==> config.mk <==
export PLATFORM = sky130hd
export DESIGN_NAME = vls_unit
export DESIGN_NICKNAME = d
export VERILOG_FILES = /design/src/rtl/vls_pkg.sv /design/src/rtl/vls_write_eval.sv /design/src/rtl/vls_arbiter.sv /design/src/rtl/vls_store.sv /design/src/rtl/vls_read_mux.sv /design/src/rtl/vls_unit.sv
export SDC_FILE = /design/constraint.sdc
export NUM_CORES = 1
export LEC_CHECK = 0
export BUFFER_PORTS_ARGS = -buffer_cell sky130_fd_sc_hd__buf_2
export CAP_MARGIN = 5
export CORE_ASPECT_RATIO = 1.5
export CORE_MARGIN = 2
export CORE_UTILIZATION = 55
export DETAILED_ROUTE_END_ITERATION = 8
export PLACE_DENSITY = 0.81
export SLEW_MARGIN = 5
export SYNTH_ARGS = -nofsm -noshare
export SYNTH_HDL_FRONTEND = slang
export SYNTH_SLANG_ARGS = --single-unit
export TNS_END_PERCENT = 50
==> constraint.sdc <==
create_clock -name clk -period 2.8 [get_ports clk]
set_clock_uncertainty 0.1 [all_clocks]
set_input_delay 0.28 -clock clk [delete_from_list [all_inputs] [get_ports clk]]
set_output_delay 0.28 -clock clk [all_outputs]
set_load 0.01 [all_outputs]
==> src/rtl/vls_pkg.sv <==
package vls_pkg;
  localparam int MAX_LEN = 64;
  localparam int FW      = $clog2(MAX_LEN + 1);
  localparam int SUB_MAX = 4;
  localparam int SW      = $clog2(SUB_MAX);
  localparam int WORD_W  = 32;
  localparam int SEL_W   = 3;
  localparam int OFF_VL  = FW;
  localparam int OFF_SUB = 2 * FW;
  localparam int OFF_SRC = 2 * FW + SW;
  localparam int OFF_DST = 3 * FW + SW;
  localparam int USED_W  = 4 * FW + SW;

  typedef enum logic [SEL_W-1:0] {
    SEL_WORD = 3'd0,
    SEL_MVL  = 3'd1,
    SEL_VL   = 3'd2,
    SEL_SUB  = 3'd3,
    SEL_SRC  = 3'd4,
    SEL_DST  = 3'd5,
    SEL_SAVE = 3'd6,
    SEL_NONE = 3'd7
  } vls_sel_e;

  typedef struct packed {
    logic [FW-1:0] dst;
    logic [FW-1:0] src;
    logic [SW-1:0] sub_code;
    logic [FW-1:0] vl;
    logic [FW-1:0] mvl;
  } vls_state_t;

  localparam vls_state_t RESET_STATE = '{dst: '0, src: '0, sub_code: '0, vl: '0, mvl: FW'(1)};

  function automatic logic [WORD_W-1:0] pack_state(vls_state_t s);
    logic [WORD_W-1:0] w;
    w = '0;
    w[OFF_VL-1:0]        = s.mvl;
    w[OFF_SUB-1:OFF_VL]  = s.vl;
    w[OFF_SRC-1:OFF_SUB] = s.sub_code;
    w[OFF_DST-1:OFF_SRC] = s.src;
    w[USED_W-1:OFF_DST]  = s.dst;
    return w;
  endfunction

  function automatic vls_state_t unpack_state(logic [WORD_W-1:0] w);
    vls_state_t s;
    s.mvl      = w[OFF_VL-1:0];
    s.vl       = w[OFF_SUB-1:OFF_VL];
    s.sub_code = w[OFF_SRC-1:OFF_SUB];
    s.src      = w[OFF_DST-1:OFF_SRC];
    s.dst      = w[USED_W-1:OFF_DST];
    return s;
  endfunction

  function automatic logic len_ok(logic [WORD_W-1:0] v);
    return (v >= WORD_W'(1)) && (v <= WORD_W'(MAX_LEN));
  endfunction

  function automatic logic vl_ok(logic [WORD_W-1:0] v, logic [FW-1:0] mvl);
    return v <= WORD_W'(mvl);
  endfunction

  function automatic logic step_ok(logic [WORD_W-1:0] v);
    return v < WORD_W'(MAX_LEN);
  endfunction

  function automatic logic sub_ok(logic [WORD_W-1:0] v);
    return (v >= WORD_W'(1)) && (v <= WORD_W'(SUB_MAX));
  endfunction

  function automatic logic word_ok(logic [WORD_W-1:0] w);
    vls_state_t s;
    s = unpack_state(w);
    return (w[WORD_W-1:USED_W] == '0) && len_ok(WORD_W'(s.mvl)) &&
           vl_ok(WORD_W'(s.vl), s.mvl) && step_ok(WORD_W'(s.src)) &&
           step_ok(WORD_W'(s.dst));
  endfunction

  function automatic logic [SW-1:0] sub_encode(logic [WORD_W-1:0] v);
    logic [WORD_W-1:0] t;
    t = v - WORD_W'(1);
    return t[SW-1:0];
  endfunction

  function automatic logic [WORD_W-1:0] sub_decode(logic [SW-1:0] c);
    return WORD_W'(c) + WORD_W'(1);
  endfunction
endpackage

==> src/rtl/vls_write_eval.sv <==
module vls_write_eval
  import vls_pkg::*;
(
  input  vls_state_t        cur,
  input  logic [SEL_W-1:0]  sel,
  input  logic [WORD_W-1:0] data,
  output vls_state_t        nxt,
  output logic              to_save,
  output logic              legal
);
  always_comb begin
    nxt     = cur;
    to_save = 1'b0;
    legal   = 1'b0;
    case (sel)
      SEL_WORD: begin
        nxt   = unpack_state(data);
        legal = word_ok(data);
      end
      SEL_SAVE: begin
        nxt     = unpack_state(data);
        to_save = 1'b1;
        legal   = word_ok(data);
      end
      SEL_MVL: begin
        legal   = len_ok(data);
        nxt.mvl = data[FW-1:0];
        if (cur.vl > data[FW-1:0]) nxt.vl = data[FW-1:0];
      end
      SEL_VL: begin
        legal  = vl_ok(data, cur.mvl);
        nxt.vl = data[FW-1:0];
      end
      SEL_SUB: begin
        legal        = sub_ok(data);
        nxt.sub_code = sub_encode(data);
      end
      SEL_SRC: begin
        legal   = step_ok(data);
        nxt.src = data[FW-1:0];
      end
      SEL_DST: begin
        legal   = step_ok(data);
        nxt.dst = data[FW-1:0];
      end
      default: legal = 1'b0;
    endcase
  end
endmodule

==> src/rtl/vls_arbiter.sv <==
module vls_arbiter (
  input  logic wr_en,
  input  logic trap_enter,
  input  logic trap_return,
  input  logic legal,
  output logic ev_enter,
  output logic ev_return,
  output logic ev_write_ok,
  output logic ev_write_bad
);
  logic trap_any;
  always_comb begin
    trap_any     = trap_enter | trap_return;
    ev_enter     = trap_enter;
    ev_return    = trap_return & ~trap_enter;
    ev_write_ok  = wr_en & ~trap_any & legal;
    ev_write_bad = wr_en & ~trap_any & ~legal;
  end
endmodule

==> src/rtl/vls_store.sv <==
module vls_store
  import vls_pkg::*;
#(
  parameter vls_state_t INIT = RESET_STATE
) (
  input  logic       clk,
  input  logic       rst_n,
  input  logic       load,
  input  vls_state_t d,
  output vls_state_t q
);
  always_ff @(posedge clk) begin
    if (!rst_n)    q <= INIT;
    else if (load) q <= d;
  end
endmodule

==> src/rtl/vls_read_mux.sv <==
module vls_read_mux
  import vls_pkg::*;
(
  input  vls_state_t        live,
  input  vls_state_t        save,
  input  logic [SEL_W-1:0]  sel,
  output logic [WORD_W-1:0] data
);
  always_comb begin
    case (sel)
      SEL_WORD: data = pack_state(live);
      SEL_MVL:  data = WORD_W'(live.mvl);
      SEL_VL:   data = WORD_W'(live.vl);
      SEL_SUB:  data = sub_decode(live.sub_code);
      SEL_SRC:  data = WORD_W'(live.src);
      SEL_DST:  data = WORD_W'(live.dst);
      SEL_SAVE: data = pack_state(save);
      default:  data = '0;
    endcase
  end
endmodule

==> src/rtl/vls_unit.sv <==
module vls_unit
  import vls_pkg::*;
(
  input  logic              clk,
  input  logic              rst_n,
  input  logic              wr_en,
  input  logic [SEL_W-1:0]  wr_sel,
  input  logic [WORD_W-1:0] wr_data,
  input  logic [SEL_W-1:0]  rd_sel,
  output logic [WORD_W-1:0] rd_data,
  input  logic              trap_enter,
  input  logic              trap_return,
  output logic              trap_req
);
  vls_state_t live_q, save_q, wr_state, live_d, save_d;
  logic       wr_to_save, wr_legal;
  logic       ev_enter, ev_return, ev_write_ok, ev_write_bad;
  logic       ld_live, ld_save;

  vls_write_eval u_eval (
    .cur(live_q), .sel(wr_sel), .data(wr_data),
    .nxt(wr_state), .to_save(wr_to_save), .legal(wr_legal)
  );

  vls_arbiter u_arb (
    .wr_en(wr_en), .trap_enter(trap_enter), .trap_return(trap_return),
    .legal(wr_legal), .ev_enter(ev_enter), .ev_return(ev_return),
    .ev_write_ok(ev_write_ok), .ev_write_bad(ev_write_bad)
  );

  always_comb begin
    ld_live = ev_return | (ev_write_ok & ~wr_to_save);
    ld_save = ev_enter  | (ev_write_ok &  wr_to_save);
    live_d  = ev_return ? save_q : wr_state;
    save_d  = ev_enter  ? live_q : wr_state;
  end

  vls_store #(.INIT(RESET_STATE)) u_live (
    .clk(clk), .rst_n(rst_n), .load(ld_live), .d(live_d), .q(live_q)
  );

  vls_store #(.INIT(RESET_STATE)) u_save (
    .clk(clk), .rst_n(rst_n), .load(ld_save), .d(save_d), .q(save_q)
  );

  always_ff @(posedge clk) begin
    if (!rst_n) trap_req <= 1'b0;
    else        trap_req <= ev_write_bad;
  end

  vls_read_mux u_rd (
    .live(live_q), .save(save_q), .sel(rd_sel), .data(rd_data)
  );
endmodule

==> results by group <==
Detailed routing
  – Wire length on met2: 8650 um
  – DRT iter0 DRCs: 637
  – Routed via count: 5,632
  – DRC: 0
  – Drt first pass iters: 6
  – Met3 WL: 1630 um
  – Top layer in use: met4
  – Vias/cell: 7.14
  – Routed metal-1 wirelength: 6190 um
  – DRT antenna net count: 0
  – Final wirelength: 17,900 um
  – Wire length per cell: 22.7 um

Setup path
  – Worst setup SP type: flip-flop
  – WP buf/inv: 1
  – Crit path max-delay cell type: o31ai_1
  – Crit end category: flip-flop
  – Delay-heaviest family, CP: compound AO/OA/AOI/OAI gates
  – Crit-path cells: inv_1, ha_1, nand3b_1, a21oi_1, nor3_1, o31ai_1, a222oi_1, o311ai_0
  – Critical Path AT: 2.67 ns
  – CP Max Fanout: 7
  – CP max stage delay: 0.70 ns
  – Worst EP required: 2.91 ns
  – WS Path Type: reg -> reg

Synthesis
  – Post-Syn Area: 4800 um^2
  – Top cell type's share of synthesized area: 25.4%
  – Largest cells by area after synthesis: dfxtp_1 (25%), ha_1 (6.5%), nand3_1 (6.5%), nand4_1 (4.7%), o21ai_0 (4.5%)
  – Area leader, netlist: dfxtp_1
  – Post-synthesis area per instance: 7.73 um^2
  – Most used flip-flop cell after synthesis: dfxtp_1
  – Gate Count Post-Synth: 621
  – Async set-reset flop share out of synthesis: 0%
  – Post-synth EDFFs: 0
  – Number of synthesis warnings: 0
  – Cell variety after synth: 57
  – Register area share after synthesis: 25.4%
  – Synthesis-stage register bit count: 61

Pwr
  – Clock share of power: 43.8%
  – Combinational Power Share: 19.1%
  – PwrDens: 443 nW/um^2
  – Worst VDD drop: 0.389 mV
  – Switching Power: 0.000750 W
  – P_leak: 2.29 nW
  – Total Power: 0.00248 W
  – Internal: 0.00173 W
  – Sequential share of power: 37.1%
  – Switching share of power: 30.3%

Global routing
  – Overflow after GRT: 0
  – Wire length of the first global-routing pass: 28,000 um
  – Vias in the first global route: 5,276
  – Initial antenna violation count: 0
  – Tot GR Track Use: 38.4%
  – Largest net degree at the start of global routing: 85

Worst hold path
  – Worst Hold Class: in -> reg

CTS
  – Root buf cell: clkbuf_16
  – PostCTS Resize Cnt: 0
  – Clk_lat worst skew: 0.34 ns
  – Htree depth: 3
  – Sink Count: 61
  – Clk pin slew, worst setup/hold paths: 0.06 ns
  – CTS Buf Count: 9
  – Hold_buf cts: 0
  – Setup Fix Bufs, Post-CTS: 0
  – CTS tree: yes
  – CTS Buffer Depth: 2

STA
  – Unrepaired setup endpoints after global routing: no
  – Final hold slack: 0.187 ns
  – Fin crit share: 91.5%
  – Final hold violation count: 0
  – Pins over their slew limit: 0
  – Fmax achieved: 0.390 GHz
  – Slew HR: 46.6%
  – Setup violations, final: 0
  – Final setup margin: 0.238 ns
  – Min cycle time layout: 2.56 ns
  – Slew @ Worst Pin: 0.795 ns

Final layout
  – # diodes: 0
  – Layout cells sized above 1: 20.7%
  – Layout area overhead: 16.4%
  – # nets final: 745
  – Post-route cell area: 5590 um^2

Die
  – Initial Util: 56.7%
  – Die Ht: 118 um
  – FP Rows: 41
  – Die area: 9510 um^2
  – Core ar.: 8460 um^2
  – Chip width: 80.3 um
  – I/O pins: 76

Placed design
  – RD Place Congestion: 1.06
  – Dpl ws: -0.0693 ns
  – Port Buffers: 73
  – Post-Place Cell Area: 5270 um^2
  – Final HPWL DP: 12,700 um

Run
  – Max Cap Violations: 0

Run status
  – Status: complete, no violations
[power groups by stage]
stage | clock (W) | sequential (W) | combinational [W]
after floorplan | 0 | 0.000927 | 0.000286
after global placement | 0 | 0.000934 | 0.000440
after detailed placement | 0 | 0.000935 | 0.000453
after CTS | 0.00108 | 0.000918 | 0.000456
after global routing | 0.00112 | 0.000920 | 0.000507
final | 0.00108 | 0.000919 | 0.000473
[cell usage in the layout (no fill, tap or decap), types with 25 or more instances in the layout]
cell type  synthesis  final
o21ai_0           43     43
nor2_1            28     28
dfxtp_1           61     61
nand3_1           62     62
ha_1              25     25
buf_2              8     73
nand4_1           36     36
nand2_1           31     31
buf_4              4     30
a21oi_1           25     25
nor3_1            38     37
[state kept, by name, indices dropped and copies added (netlist names)]
name,count
u_live.q,30
trap_req,1
u_save.q,30
[worst min-delay path: stages]
cell and delay, ns:
buf_2 0.16, o21ai_0 0.09, a311oi_1 0.05
[metrics by stage]
stage | util (%) | setup TNS (ns) | instances
after floorplan | - | 0 | 622
after global placement | 62.2 | 0 | 770
after detailed placement | 62.2 | -0.315 | 770
after CTS | 65.6 | 0 | 786
after global routing | 66.0 | 0 | 789
final | 66.0 | 0 | 789
[cells in the mapped netlist (5+ instances only)]
cell / count
nand2b_1: 5
a211oi_1: 11
a22oi_1: 10
a221oi_1: 5
clkbuf_1: 42
mux2_2: 6
nand3_1: 62
nor2_1: 28
o311ai_0: 9
a22o_1: 23
dfxtp_1: 61
a21oi_1: 25
a311oi_1: 17
nor4_1: 7
nand3b_1: 6
nor3_1: 38
mux2i_1: 18
nand4_1: 36
or4_1: 5
ha_1: 25
nand2_1: 31
a222oi_1: 7
and3_1: 5
inv_1: 21
o211ai_1: 5
buf_6: 5
o21ai_0: 43
or3_1: 12
buf_2: 8
nor2b_1: 5
[path summary, 6_finish.rpt]
path	from	end	slack, ns	depth (start not counted)
setup / recovery	u_live.q[7]$_SDFFE_PN0P_	u_live.q[10]$_SDFFE_PN0P_	0.24	8
hold / removal	rst_n	u_save.q[1]$_SDFFE_PN0P_	0.19	3
hold reg to reg	u_save.q[22]$_SDFFE_PN0P_	u_live.q[22]$_SDFFE_PN0P_	0.37	2
setup reg to reg	u_live.q[7]$_SDFFE_PN0P_	u_live.q[10]$_SDFFE_PN0P_	0.24	8
[per-layer routing]
layer  vias to the layer above  global-route usage (%)
li1                       2519                       -
met1                      2614                    44.0
met2                       396                    61.8
met3                       103                    7.18
met4                         0                    28.3
met5                         -                       0
[logic make-up (layout without fill, tap and decap cells)]
kind of cell | Yosys count | count (layout) | synth area share (%)
multiplexers | 24 | 24 | 5.16
buffers and inverters | 84 | 144 | 7.87
AND/OR/NAND/NOR | 247 | 247 | 27.6
flip-flops | 61 | 61 | 25.4
adder cells (fa/ha/maj) | 26 | 26 | 6.72
other | 1 | 2 | 0.0781
AO/OA/AOI/OAI | 178 | 178 | 27.2
[cell type report]
| cell class | count | area (um^2) |
|---|---|---|
| well taps | 107 | 134 |
| fillers | 798 | 2870 |
| clock inverters | 3 | 18.8 |
| flip-flops and latches | 61 | 1220 |
| multi-input cells | 477 | 3210 |
| clock buffers | 13 | 270 |
| repair buffers | 106 | 651 |
| inverters | 22 | 82.6 |
No activity file was read; power rests on OpenSTA's default activity.
